## src/rtl/seg_pkg.sv

```systemverilog
// Shared types for the segment loader.
// Assumes the descriptor base field is 24 bits wide and the limit and selector fields are 16 bits wide.
package seg_pkg;
    localparam int BASE_W = 24;
    localparam int LIM_W  = 16;
    localparam int SEL_W  = 16;
    localparam int ACC_W  = 8;

    typedef enum logic [2:0] {
        FLT_NONE   = 3'd0,
        FLT_LIMIT  = 3'd1,
        FLT_TYPE   = 3'd2,
        FLT_PRIV   = 3'd3,
        FLT_ABSENT = 3'd4
    } fault_e;

    typedef enum logic [1:0] {
        ST_IDLE = 2'd0,
        ST_READ = 2'd1,
        ST_EVAL = 2'd2
    } state_e;

    typedef struct packed {
        logic [LIM_W-1:0]  limit;
        logic [BASE_W-1:0] base;
        logic [ACC_W-1:0]  access;
    } desc_t;
endpackage

```

## src/rtl/seg_addr_gen.sv

```systemverilog
// Selector decode: picks a table, forms the descriptor address and flags
// null and out-of-limit selectors. Purely combinational.
// Assumes descriptors are 8 bytes and the limit is the offset of the table's last valid byte.
module seg_addr_gen
    import seg_pkg::*;
(
    input  logic [SEL_W-1:0]  sel,
    input  logic [BASE_W-1:0] gdt_base,
    input  logic [LIM_W-1:0]  gdt_limit,
    input  logic [BASE_W-1:0] ldt_base,
    input  logic [LIM_W-1:0]  ldt_limit,
    output logic              is_null,
    output logic              limit_bad,
    output logic [BASE_W-1:0] desc_addr
);
    localparam int IDX_W = SEL_W - 3;

    logic [IDX_W-1:0]  idx;
    logic              use_local;
    logic [LIM_W:0]    last_byte;
    logic [LIM_W-1:0]  tbl_limit;
    logic [BASE_W-1:0] tbl_base;

    // Field split, table choice and bounds arithmetic.
    always_comb begin
        idx       = sel[SEL_W-1:3];
        use_local = sel[2];
        tbl_base  = use_local ? ldt_base  : gdt_base;
        tbl_limit = use_local ? ldt_limit : gdt_limit;
        last_byte = {1'b0, idx, 3'b000} + (LIM_W+1)'(7);
        limit_bad = last_byte > {1'b0, tbl_limit};
        is_null   = !use_local && (idx == '0);
        desc_addr = tbl_base + {{(BASE_W-SEL_W){1'b0}}, idx, 3'b000};
    end
endmodule

```

## src/rtl/seg_desc_check.sv

```systemverilog
// Access checks on a fetched descriptor, in priority order:
// descriptor class, then privilege, then presence. Combinational.
// Assumes a data-class target, so a system descriptor (S=0) is a type fault.
module seg_desc_check
    import seg_pkg::*;
(
    input  logic [3:0] acc_hi,   // access byte bits 7:4 = {P, DPL[1:0], S}
    input  logic [1:0] cpl,
    input  logic [1:0] rpl,
    output fault_e     verdict
);
    logic [1:0] epl;
    logic [1:0] dpl;

    // Effective level is the numerically larger of the current and requested levels.
    always_comb begin
        epl = (cpl > rpl) ? cpl : rpl;
        dpl = acc_hi[2:1];
        if (!acc_hi[0])
            verdict = FLT_TYPE;
        else if (epl > dpl)
            verdict = FLT_PRIV;
        else if (!acc_hi[3])
            verdict = FLT_ABSENT;
        else
            verdict = FLT_NONE;
    end
endmodule

```

## src/rtl/seg_cache.sv

```systemverilog
// Per-slot descriptor cache: one entry per segment slot, written on commit and invalidated on a null load.
// Assumes wr_en and inv_en are never high together.
module seg_cache
    import seg_pkg::*;
#(
    parameter int NSEG = 3,
    localparam int TW  = (NSEG > 1) ? $clog2(NSEG) : 1
) (
    input  logic                   clk,
    input  logic                   rst_n,
    input  logic                   wr_en,
    input  logic                   inv_en,
    input  logic [TW-1:0]          slot,
    input  desc_t                  wdata,
    output logic [NSEG-1:0]        vld,
    output logic [NSEG*BASE_W-1:0] base,
    output logic [NSEG*LIM_W-1:0]  limit,
    output logic [NSEG*ACC_W-1:0]  acc
);
    for (genvar g = 0; g < NSEG; g++) begin : g_entry
        localparam logic [TW-1:0] SLOT_ID = TW'(g);

        // Entry storage: clears on a null load, captures on a commit.
        always_ff @(posedge clk) begin
            if (!rst_n) begin
                vld[g]                    <= 1'b0;
                base[g*BASE_W +: BASE_W]  <= '0;
                limit[g*LIM_W +: LIM_W]   <= '0;
                acc[g*ACC_W +: ACC_W]     <= '0;
            end else if (inv_en && slot == SLOT_ID) begin
                vld[g] <= 1'b0;
            end else if (wr_en && slot == SLOT_ID) begin
                vld[g]                    <= 1'b1;
                base[g*BASE_W +: BASE_W]  <= wdata.base;
                limit[g*LIM_W +: LIM_W]   <= wdata.limit;
                acc[g*ACC_W +: ACC_W]     <= wdata.access;
            end
        end
    end
endmodule

```

## src/rtl/seg_load_unit.sv

```systemverilog
// Protected-mode segment register load sequencer. It accepts a selector,
// bound-checks it against the selected table, fetches four descriptor words,
// checks them and then commits the descriptor or reports a fault cause.
// Assumes read data is valid in the same cycle as mem_valid, and that the
// table registers stay stable during a load.
module seg_load_unit
    import seg_pkg::*;
#(
    parameter int NSEG = 3,
    localparam int TW  = (NSEG > 1) ? $clog2(NSEG) : 1
) (
    input  logic                   clk,
    input  logic                   rst_n,
    input  logic                   ld_start,
    input  logic [TW-1:0]          ld_tgt,
    input  logic [SEL_W-1:0]       sel,
    input  logic [1:0]             cpl,
    input  logic [BASE_W-1:0]      gdt_base,
    input  logic [LIM_W-1:0]       gdt_limit,
    input  logic [BASE_W-1:0]      ldt_base,
    input  logic [LIM_W-1:0]       ldt_limit,
    output logic                   mem_req,
    output logic [BASE_W-1:0]      mem_addr,
    input  logic                   mem_valid,
    input  logic [15:0]            mem_rdata,
    output logic                   busy,
    output logic                   done,
    output logic [2:0]             fault,
    output logic [NSEG-1:0]        cache_vld,
    output logic [NSEG*BASE_W-1:0] cache_base,
    output logic [NSEG*LIM_W-1:0]  cache_limit,
    output logic [NSEG*ACC_W-1:0]  cache_acc
);
    state_e            state;
    logic [1:0]        word_q;
    logic [BASE_W-1:0] addr_q;
    logic [TW-1:0]     tgt_q;
    logic [1:0]        cpl_q;
    logic [1:0]        rpl_q;
    logic [15:0]       w_lim;
    logic [15:0]       w_base;
    logic [15:0]       w_hi;
    logic              done_q;
    fault_e            fault_q;

    logic              is_null;
    logic              limit_bad;
    logic [BASE_W-1:0] desc_addr;
    fault_e            verdict;
    logic              accept;
    logic              wr_en;
    logic              inv_en;
    logic [TW-1:0]     slot;
    desc_t             wdata;

    seg_addr_gen u_addr (
        .sel       (sel),
        .gdt_base  (gdt_base),
        .gdt_limit (gdt_limit),
        .ldt_base  (ldt_base),
        .ldt_limit (ldt_limit),
        .is_null   (is_null),
        .limit_bad (limit_bad),
        .desc_addr (desc_addr)
    );

    seg_desc_check u_check (
        .acc_hi  (w_hi[15:12]),
        .cpl     (cpl_q),
        .rpl     (rpl_q),
        .verdict (verdict)
    );

    // Cache write controls: commit on a clean check, invalidate on a null load.
    always_comb begin
        accept       = (state == ST_IDLE) && ld_start;
        inv_en       = accept && is_null;
        wr_en        = (state == ST_EVAL) && (verdict == FLT_NONE);
        slot         = inv_en ? ld_tgt : tgt_q;
        wdata.limit  = w_lim;
        wdata.base   = {w_hi[7:0], w_base};
        wdata.access = w_hi[15:8];
    end

    seg_cache #(.NSEG(NSEG)) u_cache (
        .clk    (clk),
        .rst_n  (rst_n),
        .wr_en  (wr_en),
        .inv_en (inv_en),
        .slot   (slot),
        .wdata  (wdata),
        .vld    (cache_vld),
        .base   (cache_base),
        .limit  (cache_limit),
        .acc    (cache_acc)
    );

    // Load sequencer: start decode, word fetch, final verdict.
    always_ff @(posedge clk) begin
        if (!rst_n) begin
            state   <= ST_IDLE;
            word_q  <= '0;
            addr_q  <= '0;
            tgt_q   <= '0;
            cpl_q   <= '0;
            rpl_q   <= '0;
            w_lim   <= '0;
            w_base  <= '0;
            w_hi    <= '0;
            done_q  <= 1'b0;
            fault_q <= FLT_NONE;
        end else begin
            done_q <= 1'b0;
            case (state)
                ST_IDLE: begin
                    if (accept) begin
                        tgt_q  <= ld_tgt;
                        cpl_q  <= cpl;
                        rpl_q  <= sel[1:0];
                        addr_q <= desc_addr;
                        word_q <= '0;
                        if (is_null) begin
                            done_q  <= 1'b1;
                            fault_q <= FLT_NONE;
                        end else if (limit_bad) begin
                            done_q  <= 1'b1;
                            fault_q <= FLT_LIMIT;
                        end else begin
                            state <= ST_READ;
                        end
                    end
                end
                ST_READ: begin
                    if (mem_valid) begin
                        case (word_q)
                            2'd0:    w_lim  <= mem_rdata;
                            2'd1:    w_base <= mem_rdata;
                            2'd2:    w_hi   <= mem_rdata;
                            default: ;
                        endcase
                        word_q <= word_q + 2'd1;
                        if (word_q == 2'd3)
                            state <= ST_EVAL;
                    end
                end
                ST_EVAL: begin
                    done_q  <= 1'b1;
                    fault_q <= verdict;
                    state   <= ST_IDLE;
                end
                default: state <= ST_IDLE;
            endcase
        end
    end

    // Port drive from sequencer state.
    always_comb begin
        mem_req  = (state == ST_READ);
        mem_addr = addr_q + {{(BASE_W-3){1'b0}}, word_q, 1'b0};
        busy     = (state != ST_IDLE);
        done     = done_q;
        fault    = fault_q;
    end
endmodule

```

## config.mk

```make
export PLATFORM = sky130hd
export DESIGN_NAME = seg_load_unit
export DESIGN_NICKNAME = d
export VERILOG_FILES = /design/src/rtl/seg_pkg.sv /design/src/rtl/seg_addr_gen.sv /design/src/rtl/seg_desc_check.sv /design/src/rtl/seg_cache.sv /design/src/rtl/seg_load_unit.sv
export SDC_FILE = /design/constraint.sdc
export NUM_CORES = 1
export LEC_CHECK = 0
export ABC_AREA = 1
export BUFFER_PORTS_ARGS = -buffer_cell sky130_fd_sc_hd__buf_4
export CORE_ASPECT_RATIO = 1.1
export CORE_UTILIZATION = 25
export DETAILED_ROUTE_END_ITERATION = 10
export GPL_ROUTABILITY_DRIVEN = 0
export PLACE_DENSITY = 0.41
export SLEW_MARGIN = 20
export SYNTH_ARGS = -nofsm -noshare
export SYNTH_HDL_FRONTEND = slang
export SYNTH_HIERARCHICAL = 1
export SYNTH_SLANG_ARGS = --single-unit
```

## constraint.sdc

```tcl
create_clock -name clk -period 2.45 [get_ports clk]
set_input_delay 0.49 -clock clk [delete_from_list [all_inputs] [get_ports clk]]
set_output_delay 0.49 -clock clk [all_outputs]
set_load 0.01 [all_outputs]
```

==> flow_metrics.tcl <==
set metrics [dict create \
    pwr_density_cell_mw_per_mm2 518 \
    synth_cell_types 40 \
    switchingPower_w 0.00264 \
    hold_buffers 0 \
    crit_top_cell "buf_12" \
    rr_endpoint "u_cache/base[61]" \
    cts.sinks 233 \
    insertion_delay_ps 550 \
    crit_path_max_incr_delay_ps 330 \
    die_h_um 231 \
    num_rows 83 \
    grt_overflow 0 \
    antenna_found_initial 2 \
    clkTransAtPathRegs_ps 60 \
    slew_viol_final 0 \
    critPathMaxFanout 6 \
    required_ps 2930 \
    violations "setup timing" \
    track_usage_pct 20.2 \
    max_freq_mhz 355 \
    placed_area_mm2 0.0155 \
    slowest_stage "dfxtp_2" \
    dieArea_mm2 0.0486 \
    crit_chain "inv_2, ha_4, o21bai_4, nand2_1, nand2_1, nand2_2, ha_4, nand2_2, nand2_2, nand2_4, nor2_4, nor3_4, buf_12, buf_12, buf_12, buf_12, buf_12, buf_12, buf_16, nand4_1, nand2_1, nor2_1" \
    final_nets 2369 \
    place_ws_ps -303 \
    comb_power_share_pct 15.4 \
    syn_to_final_growth_pct 60.4 \
    grt_max_degree 99 \
    n_fill_cell 4880 \
    post-route-period-util_pct 115 \
    start_kind "flop" \
    synth.avg_cell_area_um2 6.64 \
    syn_area_mm2 0.0119 \
    fin_skew_ps 11.0 \
    outcome "finished with violations" \
    grt_pass1_wl_mm 75.2 \
    ir_worst_vdd_v 0.000398 \
    p_seq_share_pct 40.2 \
    ios 297 \
    design_area_mm2 0.0191 \
    synth_nets 1954 \
    h-tree-depth 1 \
    cap_viol_max_count 0 \
    core_mm2 0.0468 \
    finalWorstSetupSlack_ps -365 \
    crit_arrival_ps 3300 \
    vias 12800 \
    worstSetupEndpointType "flop" \
    rr_worst_depth 22 \
    worst-setup-path-type "flop to flop" \
    max_slew_margin_pct 62.7 \
    avgViaCountPerCell 4.47 \
    drive_gt1_share_pct 35.3 \
    setup_tns_ps -46710 \
    r2r-start "rpl_q[1]" \
    cts-root-buf "clkbuf_16" \
    leakage_nw 8.73 \
    whs_ps 206 \
    rrSetupSlack_ps -370 \
    ys_seq_area_share_pct 39.1 \
    setup_violations 159 \
    min_period_ps 2820 \
    drc 0 \
    worst_pin_slew_ps 558 \
    dpl.hpwl_mm 32.6 \
    die_width_um 210 \
    synth_seq_cells 233 \
    worstHoldEndpoint "rpl_q[0]" \
    postRouteAntennaNets 0 \
    initial_core_util_pct 25.5 \
    grt_pass1_vias 12700 \
    cts_tree "yes" \
    pwr-share-clk_pct 44.5 \
    swShare_pct 26.7 \
    hold_start "sel[0]" \
    routed_wl_mm 50.6 \
    yosys_warnings 6 \
    drt-pass1-iter-count 5 \
    worstHoldPathCells 3 \
    hp-class "primary input to flop" \
    numCtsBuffers 27 \
    intPower_w 0.00726 \
    drt_iter0_markers 724 \
    hold_viol_final 0 \
    report.power.total_w 0.00990 \
    rsz0062_at_grt "yes" \
    cts_max_path_buffers 3 \
    io_buffer_count 296 \
    avgRoutedWirePerCell_um 17.6 \
    syn_inst 1795 \
]
==> synth_stat cells, drive strengths merged <==
cell type	number	share of area, %
ha	37	3.9
buf	60	2.9
nor2	397	13
xnor2	9	0.66
nor3	6	0.29
clkbuf	42	1.3
a21oi	79	3.3
or2	5	0.26
inv	175	5.5
dfxtp	233	39
nand2	478	16
o211ai	2	0.13
nor4	3	0.16
o21bai	4	0.25
o21ai	46	2.0
nand3b	6	0.38
xor2	15	1.1
nand3	82	3.5
fa	2	0.34
a211oi	1	0.063
nand4	100	5.2
mux2i	12	1.0
o31ai	1	0.063
==> metal layers <==
| metal | track usage [%] | share of wire (%) |
|---|---|---|
| met5 | 0 | 0 |
| met1 | 23.4 | 40 |
| met3 | 3.59 | 5.8 |
| met2 | 37.2 | 51 |
| met4 | 6.89 | 3.5 |
==> power by group through the flow <==
stage                     Combinational (W)  Sequential, W  Clock, W
after floorplan                    0.000778        0.00401         0
after global placement              0.00145        0.00404         0
after detailed placement            0.00146        0.00404         0
after CTS                           0.00152        0.00397   0.00451
after global routing                0.00170        0.00399   0.00468
final                               0.00152        0.00398   0.00440
==> through the flow <==
step / cells / utilization (%)
CTS: 2864 / 39.8
finish: 2870 / 40.8
global route: 2867 / 40.8
global placement: 2738 / 33.1
floorplan: 1795 / -
detailed placement: 2738 / 33.1
==> worst max-delay path by stage <==
stage | startpoint | endpoint | slack [ps] | cells after the start
after floorplan | cpl_q[1] | u_cache/base[27] | -7 | 19
after global placement | sel[2] | done | -230 | 15
after detailed placement | sel[11] | u_cache/limit[38] | -300 | 15
after CTS | addr_q[1] | mem_addr[17] | -380 | 11
after global routing | rpl_q[1] | u_cache/limit[0] | -540 | 22
final | rpl_q[1] | u_cache/base[61] | -370 | 22
==> repair_timing <==
item	in CTS	in global routing
gates resized for setup	235	141
setup buffers	42	7
setup endpoints to repair	163	167
pin swaps	101	86
cloned	37	5
==> flip-flops by register name, summed over array words and instances, names as in the netlist <==
signal,flops
u_cache/base,72
u_cache/limit,48
addr_q,24
u_cache/acc,24
w_base,16
w_hi,16
w_lim,16
fault,3
u_cache/vld,3
cpl_q,2
rpl_q,2
state,2
tgt_q,2
word_q,2
done,1
==> critical path, delay by kind of cell (launching register included) <==
kind / cells / cell delay, ps
fa+ha+maj: 2 / 510
buf+inv: 8 / 930
simple gates: 11 / 870
compound gates: 1 / 110
flops: 1 / 330
==> logic make-up after synthesis <==
family	Yosys count	synth area share (%)
flip-flops	233	39.1
multiplexers	12	1.01
AND/OR/NAND/NOR	1077	38.3
XOR/XNOR	24	1.76
AO/OA/AOI/OAI	133	5.81
adder cells (fa/ha/maj)	39	4.22
buffers and inverters	277	9.79
==> cells in the final DEF, fill, tap and decap left out, types with 3 or more instances in the layout <==
cell type  Yosys  final
buf_8          0      8
nand2_2       13     68
xor2_1        15     11
nand3_4        0      7
diode_2        0      3
nand3_1       80     74
dfxtp_2        0     10
nor3_1         5      4
clkbuf_8       0      9
xnor2_1        9      5
clkbuf_1      41      4
o21bai_1       4      3
xor2_2         0      3
nand2_1      462    391
nor2_2         3     71
mux2i_1       12     12
ha_1          37     31
buf_6          1     26
xnor2_4        0      3
buf_4         23    386
buf_16         0     30
nor2_4         1     41
a21oi_1       78     78
dfxtp_1      233    222
buf_12         0     32
ha_4           0      4
inv_1        170    163
nor4_1         3      3
clkinv_2       0      4
o21ai_1        1      4
inv_2          5     11
clkbuf_16      0     32
nand2_4        3     18
nand4_1      100    100
nand3b_1       6      6
or2_1          3      3
nor2_1       391    283
o21ai_0       44     40
bufinv_16      0      4
==> final cells by class <==
| type | instances | area [µm²] | area share [%] |
|---|---|---|---|
| timing repair buffer | 487 | 4900 | 25.6 |
| clock inverter | 9 | 148 | 0.772 |
| sequential | 233 | 4680 | 24.5 |
| tap | 637 | 797 | 4.17 |
| multi-input combinational | 1286 | 7110 | 37.2 |
| inverter | 175 | 662 | 3.46 |
| antenna | 3 | 7.51 | 0.0393 |
| clock buffer | 40 | 815 | 4.26 |
Power figures use the tool's default switching activity.
